==> config.mk <==
export PLATFORM = sky130hd
export DESIGN_NAME = coh_agent
export DESIGN_NICKNAME = d
export VERILOG_FILES = /design/src/rtl/coh_agent_pkg.sv /design/src/rtl/coh_line_table.sv /design/src/rtl/coh_cpu_ctl.sv /design/src/rtl/coh_dir_ctl.sv /design/src/rtl/coh_agent.sv
export SDC_FILE = /design/constraint.sdc
export NUM_CORES = 1
export LEC_CHECK = 0
export BUFFER_PORTS_ARGS = -buffer_cell sky130_fd_sc_hd__buf_2
export CORE_UTILIZATION = 51
export DETAILED_ROUTE_END_ITERATION = 8
export PLACE_DENSITY = 0.83
export SLEW_MARGIN = 20
export SYNTH_ARGS = -nofsm -noshare
export SYNTH_HDL_FRONTEND = slang
export SYNTH_HIERARCHICAL = 1
export SYNTH_SLANG_ARGS = --single-unit
==> constraint.sdc <==
create_clock -name clk -period 2.6 [get_ports clk]
set_input_delay 0.26 -clock clk [delete_from_list [all_inputs] [get_ports clk]]
set_output_delay 0.26 -clock clk [all_outputs]
set_load 0.02 [all_outputs]
==> src/rtl/coh_agent_pkg.sv <==
package coh_agent_pkg;

   typedef enum logic [2:0] {
      DM_FILL_SH     = 3'd0,
      DM_FILL_EX     = 3'd1,
      DM_INV         = 3'd2,
      DM_RECALL_SH   = 3'd3,
      DM_RECALL_NONE = 3'd4
   } dir_kind_e;

   typedef struct packed {
      logic pend;
      logic valid;
      logic dirty;
   } line_st_t;

   localparam line_st_t ST_ABSENT  = '{pend: 1'b0, valid: 1'b0, dirty: 1'b0};
   localparam line_st_t ST_SHARED  = '{pend: 1'b0, valid: 1'b1, dirty: 1'b0};
   localparam line_st_t ST_EXCL    = '{pend: 1'b0, valid: 1'b1, dirty: 1'b1};
   localparam line_st_t ST_WAITING = '{pend: 1'b1, valid: 1'b0, dirty: 1'b0};

endpackage

==> src/rtl/coh_line_table.sv <==
module coh_line_table
   import coh_agent_pkg::*;
#(
   parameter int LINES = 8,
   parameter int IDX_W = $clog2(LINES)
) (
   input  logic             clk,
   input  logic             rst_n,
   input  logic             cpu_we,
   input  logic [IDX_W-1:0] cpu_widx,
   input  line_st_t         cpu_wst,
   input  logic             dir_we,
   input  logic [IDX_W-1:0] dir_widx,
   input  line_st_t         dir_wst,
   output logic [LINES-1:0] pend_vec,
   output logic [LINES-1:0] valid_vec,
   output logic [LINES-1:0] dirty_vec
);

   for (genvar i = 0; i < LINES; i++) begin : g_entry
      line_st_t st_q;
      logic     hit_cpu;
      logic     hit_dir;

      assign hit_cpu = cpu_we && (cpu_widx == IDX_W'(i));
      assign hit_dir = dir_we && (dir_widx == IDX_W'(i));

      always_ff @(posedge clk) begin
         if (!rst_n)       st_q <= ST_ABSENT;
         else if (hit_dir) st_q <= dir_wst;
         else if (hit_cpu) st_q <= cpu_wst;
      end

      assign pend_vec[i]  = st_q.pend;
      assign valid_vec[i] = st_q.valid;
      assign dirty_vec[i] = st_q.dirty;
   end


   wr_collide_chk: assert property (@(posedge clk) disable iff (!rst_n)
      !(cpu_we && dir_we && (cpu_widx == dir_widx)));

endmodule

==> src/rtl/coh_cpu_ctl.sv <==
module coh_cpu_ctl
   import coh_agent_pkg::*;
#(
   parameter int IDX_W = 3
) (
   input  logic             clk,
   input  logic             rst_n,
   input  logic             cpu_valid,
   input  logic             cpu_store,
   input  logic [IDX_W-1:0] cpu_idx,
   input  line_st_t         cur,
   input  logic             dir_valid,
   input  logic [IDX_W-1:0] dir_idx,
   output logic             cpu_ready,
   output logic             we,
   output logic [IDX_W-1:0] widx,
   output line_st_t         wst,
   output logic             cpu_hit,
   output logic             cpu_miss,
   output logic             req_valid,
   output logic             req_excl,
   output logic [IDX_W-1:0] req_idx
);

   logic clash;
   logic accept;
   logic satisfied;

   always_comb begin
      clash     = dir_valid && (dir_idx == cpu_idx);
      cpu_ready = !cur.pend && !clash;
      accept    = cpu_valid && cpu_ready;
      satisfied = cpu_store ? cur.dirty : cur.valid;
      we        = accept && !satisfied;
      widx      = cpu_idx;
      wst       = ST_WAITING;
   end

   always_ff @(posedge clk) begin
      if (!rst_n) begin
         cpu_hit   <= 1'b0;
         cpu_miss  <= 1'b0;
         req_valid <= 1'b0;
         req_excl  <= 1'b0;
         req_idx   <= '0;
      end else begin
         cpu_hit   <= accept && satisfied;
         cpu_miss  <= accept && !satisfied;
         req_valid <= accept && !satisfied;
         req_excl  <= cpu_store;
         req_idx   <= cpu_idx;
      end
   end


   ready_drop_chk: assert property (@(posedge clk) disable iff (!rst_n)
      (req_valid && (cpu_idx == req_idx)) |-> !cpu_ready);

endmodule

==> src/rtl/coh_dir_ctl.sv <==
module coh_dir_ctl
   import coh_agent_pkg::*;
#(
   parameter int IDX_W = 3
) (
   input  logic             clk,
   input  logic             rst_n,
   input  logic             dir_valid,
   input  logic [2:0]       dir_kind,
   input  logic [IDX_W-1:0] dir_idx,
   input  line_st_t         cur,
   output logic             we,
   output logic [IDX_W-1:0] widx,
   output line_st_t         wst,
   output logic             cpu_fill,
   output logic [IDX_W-1:0] cpu_fill_idx,
   output logic             rsp_valid,
   output logic             rsp_data,
   output logic [IDX_W-1:0] rsp_idx
);

   logic fill_d;
   logic ack_d;
   logic wb_d;

   always_comb begin
      we     = 1'b0;
      wst    = ST_ABSENT;
      fill_d = 1'b0;
      ack_d  = 1'b0;
      wb_d   = 1'b0;
      widx   = dir_idx;
      if (dir_valid) begin
         case (dir_kind)
            DM_FILL_SH: begin
               fill_d = cur.pend;
               we     = cur.pend;
               wst    = ST_SHARED;
            end
            DM_FILL_EX: begin
               fill_d = cur.pend;
               we     = cur.pend;
               wst    = ST_EXCL;
            end
            DM_INV: begin
               ack_d = 1'b1;
               wb_d  = cur.dirty;
               we    = cur.valid;
               wst   = ST_ABSENT;
            end
            DM_RECALL_SH: begin
               ack_d = 1'b1;
               wb_d  = cur.dirty;
               we    = cur.dirty;
               wst   = ST_SHARED;
            end
            DM_RECALL_NONE: begin
               ack_d = 1'b1;
               wb_d  = cur.dirty;
               we    = cur.valid;
               wst   = ST_ABSENT;
            end
            default: ;
         endcase
      end
   end

   always_ff @(posedge clk) begin
      if (!rst_n) begin
         cpu_fill     <= 1'b0;
         cpu_fill_idx <= '0;
         rsp_valid    <= 1'b0;
         rsp_data     <= 1'b0;
         rsp_idx      <= '0;
      end else begin
         cpu_fill     <= fill_d;
         cpu_fill_idx <= dir_idx;
         rsp_valid    <= ack_d;
         rsp_data     <= wb_d;
         rsp_idx      <= dir_idx;
      end
   end


   rsp_data_qual_chk: assert property (@(posedge clk) disable iff (!rst_n)
      rsp_data |-> rsp_valid);

endmodule

==> src/rtl/coh_agent.sv <==
module coh_agent
   import coh_agent_pkg::*;
#(
   parameter int LINES = 8,
   localparam int IDX_W = $clog2(LINES)
) (
   input  logic             clk,
   input  logic             rst_n,
   input  logic             cpu_valid,
   input  logic             cpu_store,
   input  logic [IDX_W-1:0] cpu_idx,
   output logic             cpu_ready,
   output logic             cpu_hit,
   output logic             cpu_miss,
   output logic             cpu_fill,
   output logic [IDX_W-1:0] cpu_fill_idx,
   output logic             req_valid,
   output logic             req_excl,
   output logic [IDX_W-1:0] req_idx,
   input  logic             dir_valid,
   input  logic [2:0]       dir_kind,
   input  logic [IDX_W-1:0] dir_idx,
   output logic             rsp_valid,
   output logic             rsp_data,
   output logic [IDX_W-1:0] rsp_idx
);

   if (LINES < 2 || (LINES & (LINES - 1)) != 0) begin : g_bad_lines
      $error("coh_agent: LINES must be a power of two of at least 2");
   end

   logic [LINES-1:0] pend_vec;
   logic [LINES-1:0] valid_vec;
   logic [LINES-1:0] dirty_vec;
   line_st_t         cpu_cur;
   line_st_t         dir_cur;
   logic             cpu_we;
   logic [IDX_W-1:0] cpu_widx;
   line_st_t         cpu_wst;
   logic             dir_we;
   logic [IDX_W-1:0] dir_widx;
   line_st_t         dir_wst;

   assign cpu_cur = '{pend: pend_vec[cpu_idx], valid: valid_vec[cpu_idx],
                      dirty: dirty_vec[cpu_idx]};
   assign dir_cur = '{pend: pend_vec[dir_idx], valid: valid_vec[dir_idx],
                      dirty: dirty_vec[dir_idx]};

   coh_line_table #(.LINES(LINES), .IDX_W(IDX_W)) u_table (
      .clk       (clk),
      .rst_n     (rst_n),
      .cpu_we    (cpu_we),
      .cpu_widx  (cpu_widx),
      .cpu_wst   (cpu_wst),
      .dir_we    (dir_we),
      .dir_widx  (dir_widx),
      .dir_wst   (dir_wst),
      .pend_vec  (pend_vec),
      .valid_vec (valid_vec),
      .dirty_vec (dirty_vec)
   );

   coh_cpu_ctl #(.IDX_W(IDX_W)) u_cpu (
      .clk       (clk),
      .rst_n     (rst_n),
      .cpu_valid (cpu_valid),
      .cpu_store (cpu_store),
      .cpu_idx   (cpu_idx),
      .cur       (cpu_cur),
      .dir_valid (dir_valid),
      .dir_idx   (dir_idx),
      .cpu_ready (cpu_ready),
      .we        (cpu_we),
      .widx      (cpu_widx),
      .wst       (cpu_wst),
      .cpu_hit   (cpu_hit),
      .cpu_miss  (cpu_miss),
      .req_valid (req_valid),
      .req_excl  (req_excl),
      .req_idx   (req_idx)
   );

   coh_dir_ctl #(.IDX_W(IDX_W)) u_dir (
      .clk          (clk),
      .rst_n        (rst_n),
      .dir_valid    (dir_valid),
      .dir_kind     (dir_kind),
      .dir_idx      (dir_idx),
      .cur          (dir_cur),
      .we           (dir_we),
      .widx         (dir_widx),
      .wst          (dir_wst),
      .cpu_fill     (cpu_fill),
      .cpu_fill_idx (cpu_fill_idx),
      .rsp_valid    (rsp_valid),
      .rsp_data     (rsp_data),
      .rsp_idx      (rsp_idx)
   );


   req_pend_chk: assert property (@(posedge clk) disable iff (!rst_n)
      req_valid |-> pend_vec[req_idx]);


   fill_clear_chk: assert property (@(posedge clk) disable iff (!rst_n)
      cpu_fill |-> (!pend_vec[cpu_fill_idx] && valid_vec[cpu_fill_idx]));


   wb_owner_chk: assert property (@(posedge clk) disable iff (!rst_n)
      (rsp_valid && rsp_data) |-> !dirty_vec[rsp_idx]);

endmodule

Word level (Yosys, flattened, before mapping)
Cells that the tools add are included.
{"block": "word_totals", "wordCells": 129, "register_bits": 36, "output_inout_bits": 17}
{"block": "classes", "n_lt_le_gt_ge": 2, "n_eq_ne": 19, "reduce_logical": 42, "n_mux": 34}
{"op": "3-bit 2-to-1 mux", "count": 17}
{"op": "3-bit equality test, second input constant", "count": 9}
{"op": "1-bit logical AND", "count": 21}
{"op": "1-bit binary-select mux with 3-bit select", "count": 6}
{"op": "3-bit by 2-bit equality test with 1-bit output, second input constant", "count": 6}
{"op": "2-bit nonzero test", "count": 8}
{"op": "3-bit by 1-bit equality test with 1-bit output, second input constant", "count": 3}
{"op": "3-bit zero test", "count": 3}
{"op": "1-bit 2-to-1 mux", "count": 9}
{"op": "3-bit by 4-bit < comparator with 1-bit output, second input constant", "count": 2}
{"op": "3-bit AND reduction", "count": 2}
{"op": "2-bit OR reduction", "count": 3}
{"op": "2-bit one-hot mux with 2 select lines", "count": 1}
{"op": "3-bit equality test", "count": 1}
{"op": "1-bit zero test", "count": 3}
{"op": "1-bit one-hot mux with 3 select lines", "count": 1}
{"op": "3-bit OR reduction", "count": 1}
{"op": "2-bit AND reduction", "count": 1}

Logic depth before layout (Yosys ltp)
{"block": "logic_depth", "depth_word": 9, "depth_mapped": 9, "depth_no_buf": 8}

By module
Netlist, hierarchy kept.
{"mod": "coh_line_table", "cells_each": 117, "area_each_um2": 1157.4, "seq_area_each_um2": 480.5, "instances": 1}
{"mod": "coh_agent", "cells_each": 20, "area_each_um2": 405.4, "seq_area_each_um2": 0.0, "instances": 1}
{"mod": "coh_cpu_ctl", "cells_each": 29, "area_each_um2": 302.8, "seq_area_each_um2": 120.1, "instances": 1}
{"mod": "coh_dir_ctl", "cells_each": 35, "area_each_um2": 302.8, "seq_area_each_um2": 120.1, "instances": 1}

Worst setup path after synthesis
No wires, ideal clock.
{"block": "synth_path", "path_type": "in2reg", "from": "input cpu_idx[0]", "to": "register u_table.g_entry[0].st_q, in the netlist u_table/dirty_vec[0]", "t_required_ps": 2482, "cell_stages": 8, "arrival_time_ps": 2394, "n_path_buf": 1, "path_slack_ps": 87, "setup_time_ps": 118, "path_cell_list": "buf_6 mux4_1 mux2_2 mux2_2 nor4b_4 nor4b_4 mux2i_1 a21oi_1"}
{"element": "start, declared", "line_no": "coh_agent.sv:11", "source": "input logic [IDX_W-1:0] cpu_idx,"}
{"element": "end signal, assigned", "line_no": "coh_line_table.sv:30", "source": "else if (hit_dir) st_q <= dir_wst;"}
{"element": "end signal, assigned", "line_no": "coh_line_table.sv:31", "source": "else if (hit_cpu) st_q <= cpu_wst;"}
{"element": "end, declared", "line_no": "coh_line_table.sv:21", "source": "line_st_t st_q;"}

==> summary by stage <==
Layout
After filler insertion, the fill cell instance count of the layout stands at between 300 and 400. The library cells used most frequently in the layout, excluding fill and tap cells, are buf_2, dfxtp_1, a21oi_1. The growth of design area from synthesis to finish is 15.3%. The proportion of layout cells with a drive suffix above 1 is between 30% and 40%. At the end of the flow, the number of nets in the layout was approximately 250. The antenna diode instance count is 0. The final instance area is 2500 µm².

The utilization of the core after routing is 62.0%. Leaving out fill and tap cells, the most frequent cell in the layout is buf_2. Once layout is complete, the cells apart from fillers number roughly 290.

Placement
The number of placed instances, taps included, is roughly 270. In this run the tool buffered the top-level ports with 30 buffer cells. The standard cell area after detailed placement is between 2000 and 2500 µm². Prior to clock tree synthesis, the placed netlist has a worst setup slack of -0.272 ns. The placed wire-length estimate is approximately 3.6 mm. The weighted congestion at the end of routability-driven global placement is approximately 0.84.

Drt
The via count is approximately 1.7k. The number of remaining DRC errors is 0. The number of routed nets with antenna violations is 0. The iteration-0 DRC count of the detailed router is around 150.

For this block, the routed nets add up to roughly 5.2 mm of wire. After detailed routing, the average wire length per cell comes to roughly 18 µm. The number of optimization iterations in the first detailed-route pass is 4. Dividing the detail-routed via count by the number of cells gives approximately 6.

Worst hold path
The tightest min-delay check is of the in2reg type. Counting instances, the worst hold path has a depth of 2. For hold timing, the worst endpoint is u_cpu/req_excl.

The startpoint identified for the worst hold timing path is cpu_store.

STA
The worst hold margin is just over 0.2 ns. The worst path uses between 90% and 100% of the clock period. In the final timing run, aggregate negative setup slack is 0 ns. The relative slew slack is between 50% and 60%. At the pin with the least slew margin, the transition time is approximately 0.74 ns. The final period demand of the worst path is roughly 2.6 ns.

Based on the critical path, the design can be clocked at up to about 0.39 GHz. The count of final hold-check violations was 0. The number of pins exceeding their max-slew limit in the final report is 0.

The largest clock skew in the final design is between 0.006 and 0.007 ns. In the post-route analysis, the smallest setup slack over all paths is ~0.013 ns. Setup repair after global routing could not meet its margin everywhere.

The setup-violating endpoint count in the final report is 0.

Floorplan
From left edge to right edge, the die measures between 60 and 70 µm. 31 I/O pins were placed. The initial utilization of the core area, before any placement, comes to between 50% and 60%. The die outline area is 4520 µm². The number of placement rows is 23. The core region is about 4000 µm². The die boundary height is ~67 µm.

Clock tree
The maximum count of clock buffers along a single path is 2. TritonCTS built the clock tree. The count of H-tree levels built during CTS is 2. In this run the clock root is driven by a clkbuf_8. The post-CTS clock slew at the launch and capture registers of the worst setup and hold paths is 0.07 ns.

At the later pin of the worst-skew pair, clock insertion delay measures 0.29 ns. The TritonCTS buffer count is 5. The clock sink count is 36.

For this design, the CTS-stage hold fixing added 0 buffers.

Pwr
In this run switching power makes up 26.2% of total power. The share of total power in combinational logic is 17.4%. For this design the static power due to leakage is 1.08 nW. The worst-case vdd ir drop is ~0.23 mV. The relative contribution of sequential cells to total power is a little under half. Per report_power, the clock group accounts for about a third of the total. After layout, the design draws a total of between 1 and 1.5 mW. The internal power of the cells is 0.907 mW. The reported net switching power is roughly 0.32 mW. Dividing total power by cell area gives a power density of approximately 500 nW/µm².

Worst setup path
The data required time of the worst path is between 2 and 3 ns. The nature of the critical path endpoint is a flip-flop. In this run the register-to-register setup slack is 0.01 ns. The number of cells traversed by the worst register-to-register path is 8. The worst setup path is of the reg2reg kind.

In this run the worst path has a maximum fanout of 3. The worst setup path is launched from a flip-flop. The data arrival at the endpoint of the critical path is approximately 2.8 ns. In this run the critical register-to-register path is launched from u_table/dirty_vec[0]. In this run the critical register-to-register path is captured at u_table/dirty_vec[4].

Global routing
The initial antenna violation count came to 0. The global-route usage over all layers is 25.5%. The global-route wire length before repair is roughly 8.3 mm. The maximum number of pins on one net before global-route repair is 35. The remaining global-route overflow is 0. The number of global-route vias before repair is about 1.6k.

Run status
The flow ran to the end, and the final reports show no timing, DRC or antenna violations.

Logic synthesis
Averaged over all synthesized cells, the footprint is ~11 µm². The synthesized instance count is between 200 and 250. Summing every instance area after synthesis gives 2170 µm². The register bit count reported by yosys is 36. The sequential fraction of the synthesis area is between 30% and 40%. The count of cell types in the netlist is 33. During synthesis, Yosys emitted a total of 6 warnings.

Flow run
Max-cap violations in this run came to 0.
-- power groups by stage --
stage,clock network [mW],registers (mW),logic [mW]
after floorplan,0,0.601,0.134
after global placement,0,0.594,0.188
after detailed placement,0,0.595,0.194
after CTS,0.440,0.583,0.202
after global routing,0.463,0.587,0.231
final,0.430,0.584,0.214
-- routing by layer --
| metal | wire length (µm) | share of wire (%) | vias up | GRT usage (%) |
|---|---|---|---|---|
| met3 | 374 | 7.1 | 15 | 6.93 |
| met5 | 0 | 0 | - | 0 |
| met1 | 2170 | 41 | 834 | 30.4 |
| met4 | 151 | 2.9 | 0 | 13.8 |
| li1 | - | - | 821 | - |
| met2 | 2540 | 49 | 70 | 41.6 |
-- cell usage after synthesis --
| cell type | count | area share [%] |
|---|---|---|
| and3_1 | 1 | 0.29 |
| nor3_1 | 3 | 0.69 |
| a21oi_2 | 1 | 0.40 |
| or2b_2 | 1 | 0.40 |
| and2_2 | 1 | 0.35 |
| or3b_1 | 1 | 0.40 |
| buf_4 | 14 | 4.8 |
| clkbuf_1 | 5 | 0.87 |
| or4b_4 | 1 | 0.63 |
| mux2_2 | 7 | 3.6 |
| o21ai_2 | 1 | 0.40 |
| dfxtp_1 | 36 | 33 |
| nand2_1 | 2 | 0.35 |
| nor4b_4 | 2 | 2.2 |
| nand4b_1 | 6 | 2.4 |
| nand4_1 | 2 | 0.58 |
| conb_1 | 3 | 0.52 |
| buf_6 | 2 | 1.0 |
| mux4_1 | 12 | 15 |
| a21oi_1 | 25 | 5.8 |
| and2_1 | 7 | 2.0 |
| nand4bb_1 | 4 | 2.1 |
| mux2i_1 | 24 | 11 |
| nand2b_1 | 1 | 0.29 |
| and4bb_2 | 3 | 1.7 |
| nor3b_1 | 2 | 0.69 |
| inv_1 | 1 | 0.17 |
| xnor2_1 | 3 | 1.2 |
| and4_4 | 1 | 0.52 |
| nor2_1 | 3 | 0.52 |
| o21ai_1 | 2 | 0.46 |
| nand3b_1 | 1 | 0.35 |
| o21ai_0 | 23 | 5.3 |
-- cell families after synthesis --
| group | share of synthesized area, % |
|---|---|
| xor gates and xnor gates | 1.21 |
| AOI/OAI and AO/OA | 12.3 |
| other | 0.519 |
| DFF | 33.2 |
| and+or+nand+nor | 16.5 |
| muxes | 29.3 |
| buffers and inverters | 6.92 |
-- registers in the layout, summed over array words and instances, names as in the netlist --
register           cells
u_cpu/req_valid        1
u_dir/rsp_idx          3
u_cpu/req_idx          3
u_cpu/req_excl         1
u_cpu/cpu_hit          1
u_dir/rsp_valid        1
u_table/pend_vec       8
u_dir/cpu_fill         1
u_table/dirty_vec      8
u_table/valid_vec      8
u_dir/rsp_data         1
-- worst max-delay path by stage --
stage,cells past startpoint,to,slack (ns),startpoint
final,8,u_table/dirty_vec[4],0.01,u_table/dirty_vec[0]
after global routing,9,u_table/valid_vec[6],-0.06,u_table/dirty_vec[5]
after floorplan,8,u_table/dirty_vec[0],0.09,cpu_idx[0]
after detailed placement,8,u_table/dirty_vec[0],-0.27,cpu_idx[0]
after global placement,8,u_table/dirty_vec[0],-0.14,cpu_idx[0]
after CTS,8,u_table/dirty_vec[4],0.005,u_table/valid_vec[1]
-- worst max-delay path, stage by stage (launching register included) --
cell and delay, ns:
dfxtp_2 0.34, mux4_2 0.49, mux2_4 0.29, mux2_4 0.28
nor4b_4 0.26, buf_4 0.18, and4bb_2 0.30, mux2i_1 0.24
a21oi_1 0.08
-- final cells by class --
class / instances / area (µm²) / area share, %
repair buffers: 47 / 298 / 11.9
well taps: 50 / 62.6 / 2.50
flip-flops and latches: 36 / 734 / 29.4
clock buffers: 7 / 96.3 / 3.85
inverters: 1 / 3.75 / 0.150
multi-input cells: 144 / 1310 / 52.2
-- repair_timing --
action                                  in CTS  in global routing
resized for setup                            6                 16
pin swaps                                    1                  9
endpoints found under the setup margin       7                 21
setup buffers                                5                  0
Note: power is estimated with default switching activity, not from simulation.
